File: src/rtl/itv_pkg.sv
package itv_pkg;
  parameter int unsigned ITV_W_DEF = 16;

  function automatic logic evt_take(input logic en, input logic cap_en, input logic evt);
    return en & cap_en & evt;
  endfunction
endpackage

File: src/rtl/itv_counter.sv
module itv_counter #(
  parameter int unsigned W = 16
) (
  input  logic         clk_i,
  input  logic         rst_ni,
  input  logic         en_i,
  input  logic         acc_i,
  output logic [W-1:0] len_o,
  output logic         roll_o
);
  localparam logic [W-1:0] CNT_MAX = {W{1'b1}};

  logic [W-1:0] cnt_q;

  always_ff @(posedge clk_i or negedge rst_ni) begin
    if (!rst_ni)      cnt_q <= '0;
    else if (acc_i)   cnt_q <= '0;
    else if (en_i)    cnt_q <= cnt_q + 1'b1;
  end

  // interval length includes the current edge
  assign len_o  = cnt_q + 1'b1;
  assign roll_o = en_i & ~acc_i & (cnt_q == CNT_MAX);


  hold_when_off_chk: assert property (@(posedge clk_i) disable iff (!rst_ni)
    !en_i |=> $stable(cnt_q));

  restart_chk: assert property (@(posedge clk_i) disable iff (!rst_ni)
    acc_i |=> (cnt_q == '0));
endmodule

File: src/rtl/itv_capture.sv
module itv_capture #(
  parameter int unsigned W = 16
) (
  input  logic         clk_i,
  input  logic         rst_ni,
  input  logic         acc_i,
  input  logic         clr_i,
  input  logic         roll_i,
  input  logic [W-1:0] len_i,
  output logic [W-1:0] cap_o,
  output logic         vld_o,
  output logic         wrap_o
);
  always_ff @(posedge clk_i or negedge rst_ni) begin
    if (!rst_ni) begin
      cap_o  <= '0;
      vld_o  <= 1'b0;
      wrap_o <= 1'b0;
    end else begin
      if (acc_i) cap_o <= len_i;
      vld_o  <= acc_i | (vld_o & ~clr_i);
      wrap_o <= ~acc_i & (wrap_o | roll_i);
    end
  end


  cap_stable_chk: assert property (@(posedge clk_i) disable iff (!rst_ni)
    !acc_i |=> $stable(cap_o));

  vld_hold_chk: assert property (@(posedge clk_i) disable iff (!rst_ni)
    (vld_o && !clr_i) |=> vld_o);

  set_wins_chk: assert property (@(posedge clk_i) disable iff (!rst_ni)
    acc_i |=> vld_o);

  wrap_clear_chk: assert property (@(posedge clk_i) disable iff (!rst_ni)
    acc_i |=> !wrap_o);
endmodule

File: src/rtl/interval_timer.sv
module interval_timer #(
  parameter int unsigned CNT_W = itv_pkg::ITV_W_DEF
) (
  input  logic             clk_i,
  input  logic             rst_ni,
  input  logic             en_i,
  input  logic             cap_en_i,
  input  logic             evt_i,
  input  logic             irq_clr_i,
  output logic [CNT_W-1:0] cap_o,
  output logic             cap_vld_o,
  output logic             wrap_o
);
  logic             acc;
  logic             roll;
  logic [CNT_W-1:0] len;

  assign acc = itv_pkg::evt_take(en_i, cap_en_i, evt_i);

  itv_counter #(.W(CNT_W)) i_cnt (
    .clk_i  (clk_i),
    .rst_ni (rst_ni),
    .en_i   (en_i),
    .acc_i  (acc),
    .len_o  (len),
    .roll_o (roll)
  );

  itv_capture #(.W(CNT_W)) i_cap (
    .clk_i  (clk_i),
    .rst_ni (rst_ni),
    .acc_i  (acc),
    .clr_i  (irq_clr_i),
    .roll_i (roll),
    .len_i  (len),
    .cap_o  (cap_o),
    .vld_o  (cap_vld_o),
    .wrap_o (wrap_o)
  );


  gated_evt_chk: assert property (@(posedge clk_i) disable iff (!rst_ni)
    (evt_i && !cap_en_i && !cap_vld_o && !irq_clr_i) |=> !cap_vld_o);

  off_evt_chk: assert property (@(posedge clk_i) disable iff (!rst_ni)
    (!en_i) |=> $stable(cap_o));
endmodule

File: config.mk
export PLATFORM = sky130hd
export DESIGN_NAME = interval_timer
export DESIGN_NICKNAME = d
export VERILOG_FILES = /design/src/rtl/itv_pkg.sv /design/src/rtl/itv_counter.sv /design/src/rtl/itv_capture.sv /design/src/rtl/interval_timer.sv
export SDC_FILE = /design/constraint.sdc
export NUM_CORES = 1
export LEC_CHECK = 0
export ABC_AREA = 0
export BUFFER_PORTS_ARGS = -buffer_cell sky130_fd_sc_hd__buf_4
export CAP_MARGIN = 40
export CORE_ASPECT_RATIO = 0.9
export CORE_MARGIN = 4
export CORE_UTILIZATION = 49
export DETAILED_ROUTE_END_ITERATION = 7
export PLACE_DENSITY = 0.7
export SLEW_MARGIN = 20
export SYNTH_ARGS = -nofsm -noshare
export SYNTH_HDL_FRONTEND = slang
export SYNTH_SLANG_ARGS = --single-unit
File: constraint.sdc
create_clock -name clk_i -period 2.3 [get_ports clk_i]
set_input_delay 0.23 -clock clk_i [delete_from_list [all_inputs] [get_ports clk_i]]
set_output_delay 0.23 -clock clk_i [all_outputs]
set_load 0.02 [all_outputs]
After elaboration in Yosys (flattened, before gate mapping)

Index checks and enable logic that the tools add are counted.

Output and inout bits: 18
Bits of input ports: 6
Bits in registers: 34
Word-level logic and storage cells: 19

Mux-type cells: 2
Equal/unequal tests: 1
Reduce and logical (&&, ||, !) cells: 1
Add/subtract/negate cells: 1
Bitwise logic cells: 10

Operators by type and width:

| operator              | number |
|---|---|
| $mux 16               | 2 |
| $add 16x1->16 const B | 1 |
| $eq 16x16->1 const B  | 1 |
| $and 1x1->1           | 6 |
| $not 1->1             | 2 |
| $or 1x1->1            | 2 |
| $reduce_bool 2->1     | 1 |

Longest topological paths before layout

Depth after elaboration: 7
Gate-level depth with buffers: 6
Gate-level depth less buffers: 5

By module

From an unflattened synthesis, not the netlist that was laid out.

Cells, all modules: 159
Area, all modules: 1820.5 µm²

Modules (own cells, without submodules):

| module         | instances | area each (µm²) | cells each | seq. area each (µm²) |
|---|---|---|---|---|
| itv_counter    | 1         | 1102.3          | 118        | 400.4 |
| itv_capture    | 1         | 711.9           | 40         | 450.4 |
| interval_timer | 1         | 6.3             | 1          | 0.0 |

Worst setup path after synthesis

OpenSTA, ideal clock, no wires.

Kind: register to register
Start: reg i_cnt.cnt_q[0]
End: reg i_cnt.cnt_q[8]
Data required time: 2.217 ns
Library setup time: 0.083 ns
Arrival: 1.476 ns
Setup slack: 0.742 ns
Cell stages (with the launch flop): 6
Path buffers: 0
Clock period less this slack: 1.558 ns
Path through: dfrtp_1 -> ha_1 -> nand2_1 -> or3_1 -> or3_1 -> o21ai_0

Cells in the longest elaborated chain, start to end: 3

RTL lines:

| element                | RTL line          | RTL |
|---|---|---|
| start, declared        | itv_counter.sv:13 | `logic [W-1:0] cnt_q;` |
| start signal, assigned | itv_counter.sv:18 | `else if (en_i) cnt_q <= cnt_q + 1'b1;` |
| $add 16x1->16          | itv_counter.sv:18 |  |
| $mux 16                | itv_counter.sv:18 |  |
| $mux 16                | itv_counter.sv:17 | `else if (acc_i) cnt_q <= '0;` |

No other way between the ends. The select of a mux whose other input is x is not followed.
A chain may end at the register's enable or synchronous reset.

Worst setup path in the final report

Start: reg i_cnt.cnt_q[2]
End: reg i_cnt.cnt_q[15]

The elaborated chain is that of the path after synthesis.

==> qor.json <==
{
  "clock_tree": {
    "clock_tree_from_tritoncts": "built",
    "numCtsBuffers": 5,
    "post_cts_resized": 0,
    "ctsHtreeMaxLevel": 2,
    "clock_path_buffers": 2,
    "cts.root.buffer_cell": "sky130_fd_sc_hd__clkbuf_8",
    "insertion_delay_ns": 0.29,
    "clock_pin_slew_on_the_worst_setup_and_hold_paths_ns": 0.07,
    "clock_sink_count": 34
  },
  "pwr": {
    "clock_power_share": 0.332,
    "power_switching_w": 0.0004886,
    "power-per-cell-area_nw_per_um2": 812.2,
    "seq_power_share": 0.473,
    "power.leakage_nw": 0.8815,
    "vdd_drop_max_mv": 0.4418,
    "internal_power_w": 0.001131,
    "power.share.switching": 0.3016,
    "comb_power_share": 0.195
  },
  "die": {
    "floorplan.rows": 19,
    "die_x_microns": 69.96,
    "fp.coreArea_sq_um": 3186,
    "die_y_microns": 63.76,
    "initial_utilization": 0.5314,
    "fp.dieArea_sq_um": 4460,
    "num_io_pins": 24
  },
  "detailed_routing": {
    "drt-pass1-iter-count": 4,
    "drt-total-wl_mm": 3.596,
    "vias_per_cell": 5.908,
    "remaining_drc_errors": 0,
    "drtIter0Drc": 110,
    "wire_per_inst_microns": 14.98,
    "routed_antenna_nets": 0,
    "vias": 1418
  },
  "setup_path": {
    "crit_path_max_fanout": 9,
    "critical_path_class": "reg2reg",
    "timing.critical_path.arrival_ns": 1.99,
    "critPathCaptureType": "flip-flop",
    "worstPathRequired_ns": 2.48,
    "start_kind": "flip-flop"
  },
  "logic_synthesis": {
    "netlist_area_sq_um": 1693,
    "synthesis.yosys.warnings": 0,
    "postSynthNetCount": 185,
    "synth.lib_cells_used.distinct": 33,
    "synthesis.area_per_instance_sq_um": 9.511,
    "cells_after_synth": 178,
    "synth_sequential_area_ratio": 0.5026,
    "ys_seq_elements": 34
  },
  "place": {
    "detailed_place_hpwl_mm": 2.456,
    "gp_congestion": 0.8146,
    "placement.io_buffers": 23,
    "dp.cells": 231,
    "post_place_setup_slack_ns": 0.5007
  },
  "timing": {
    "final_max_slew_viol_count": 0,
    "hold_viol": 0,
    "timing.slew.headroom": 0.6648,
    "timing.final.ws_setup_ns": 0.4960,
    "timing.final.setup_violations": 0,
    "worst_hold_slack_ns": 0.1237,
    "min_period_over_period": 0.7844,
    "fin_worst_skew_ns": 0.004490,
    "timing_worst_slew_pin_value_ns": 0.4982,
    "final_critical_path_time_including_i_o_delays_and_setup_ns": 1.804,
    "unrepaired_setup_endpoints_after_global_routing": "no",
    "timing.fmax_mhz": 554.3,
    "timing.setup.tns_ns": 0
  },
  "global_routing": {
    "gr_util_met2": 0.2866,
    "grt_pass1_vias": 1359,
    "gr-usage-met1": 0.2241,
    "grt_start_max_net_pins": 42,
    "global_route.overflow_total": 0,
    "initial_antenna_violation_count": 0,
    "global_route_wire_length_before_repair_mm": 6.313,
    "grt_use_total": 0.1765,
    "grt.met3_usage": 0.04389,
    "grt-busiest-layer": "met2"
  },
  "min_path": {
    "min_path_type": "in2reg"
  },
  "layout": {
    "n_fill_cell": 275,
    "final_cell_count_no_fill": 240,
    "final-seq-area_sq_um": 850.8,
    "flow.area_growth_from_synthesis_pct": 17.81,
    "fraction_of_final_layout_cells_with_drive_strength_greater_than_1": 0.1919,
    "multiInputGateArea_sq_um": 773.2,
    "final_net_count": 204,
    "diode_count": 0
  },
  "outcome": {
    "run_status": "completed"
  },
  "run": {
    "maxCapViolations": 0
  }
}
[state kept, by name, summed over array words and instances (netlist names)]
signal and flops:
i_cnt.cnt_q 16, i_cap.cap_o 16, i_cap.wrap_o 1, i_cap.vld_o 1
[cell families (layout without fill, tap and decap cells)]
logic type               after synthesis  in the layout  synth area share
buffers and inverters                 18             38           0.04065
XOR/XNOR                              14             14           0.07243
adder cells (fa/ha/maj)                1              1          0.007390
flip-flops                            34             34            0.5026
AO/OA/AOI/OAI                         45             45            0.1619
multiplexers                           2              2           0.01183
AND/OR/NAND/NOR                       64             64            0.2033
[path summary, 6_finish.rpt]
path	to	cells past startpoint	startpoint	slack, ns
setup reg to reg	i_cnt.cnt_q[15]	4	i_cnt.cnt_q[2]	0.50
min in group asynchronous	i_cap.cap_o[6]	2	rst_ni	0.42
hold / removal	i_cap.vld_o	2	irq_clr_i	0.12
setup / recovery	i_cnt.cnt_q[15]	4	i_cnt.cnt_q[2]	0.50
max in group asynchronous	i_cnt.cnt_q[13]	2	rst_ni	1.57
hold reg to reg	i_cap.cap_o[1]	2	i_cap.cap_o[1]	0.48
[stage by stage]
stage	utilization	total power [W]	cell area (sq um)
CTS	0.6261	0.001627	1994
global route	0.6261	0.001705	1994
global placement	0.5888	0.001076	1876
finish	0.6261	0.001620	1994
detailed placement	0.5888	0.001094	1876
floorplan	-	0.0009544	1693
[repair_timing]
action,in CTS,in global routing
setup buffers,0,0
endpoints found under the hold margin,34,0
hold buffers,1,0
[power by group through the flow]
| stage | sequential, W | combinational, W | clock [W] |
|---|---|---|---|
| after global placement | 0.000767 | 0.000309 | 0 |
| after floorplan | 0.000810 | 0.000144 | 0 |
| final | 0.000765 | 0.000316 | 0.000538 |
| after CTS | 0.000764 | 0.000321 | 0.000542 |
| after global routing | 0.000781 | 0.000349 | 0.000576 |
| after detailed placement | 0.000777 | 0.000318 | 0 |
[synthesized netlist by cell type, drive strengths merged]
master	number	area, sq um
clkbuf	13	50.04
a41oi	1	8.760
nor3b	2	15.01
xor2	4	35.03
inv	5	18.77
o31ai	3	22.52
mux2i	2	20.02
and3	3	18.77
a21oi	2	10.01
ha	1	12.51
dfrtp	34	850.8
a21bo	1	10.01
xnor2	10	87.58
a22o	2	17.52
o2bb2ai	2	17.52
nand2	28	105.1
o21ai	27	135.1
nand2b	1	6.260
a22oi	1	7.510
o311ai	1	8.760
nor2b	1	6.260
nor4	5	56.31
a31oi	2	12.51
or3	4	25.02
nor2	7	26.28
nand3	9	45.04
a21o	2	15.01
o221ai	1	8.760
nand4	4	40.04
[final cells by class]
type                            instances  area share
Clock buffer                            5     0.03450
Clock inverter                          3     0.02008
Inverter                                5    0.009410
Multi-Input combinational cell        126      0.3877
Sequential cell                        34      0.4266
Tap cell                               42     0.02635
Timing Repair Buffer                   25     0.09536
[per-layer routing]
layer / vias up / wire [microns]
li1: 658 / -
met1: 695 / 1578
met2: 51 / 1729
met3: 14 / 209
met4: 0 / 78
met5: - / 0
[critical path, cell delays in order, from the launching register on]
cell	delay (ns)
sky130_fd_sc_hd__dfrtp_1	0.44
sky130_fd_sc_hd__nand3_1	0.35
sky130_fd_sc_hd__nor4_1	0.58
sky130_fd_sc_hd__o21ai_0	0.14
sky130_fd_sc_hd__a21o_1	0.19
[placed cells by master (no fill, tap or decap), types with 3 or more instances in the layout]
master                     instances
sky130_fd_sc_hd__or3_1             4
sky130_fd_sc_hd__xnor2_1          10
sky130_fd_sc_hd__dfrtp_1          34
sky130_fd_sc_hd__nand2_1          28
sky130_fd_sc_hd__xor2_1            4
sky130_fd_sc_hd__buf_4            24
sky130_fd_sc_hd__and3_1            3
sky130_fd_sc_hd__o21ai_1           4
sky130_fd_sc_hd__inv_1             5
sky130_fd_sc_hd__nor4_2            4
sky130_fd_sc_hd__o31ai_1           3
sky130_fd_sc_hd__nor2_1            7
sky130_fd_sc_hd__nand4_1           3
sky130_fd_sc_hd__nand3_1           9
sky130_fd_sc_hd__o21ai_0          23
sky130_fd_sc_hd__clkbuf_8          5
Note: power is estimated with default switching activity, not from simulation.
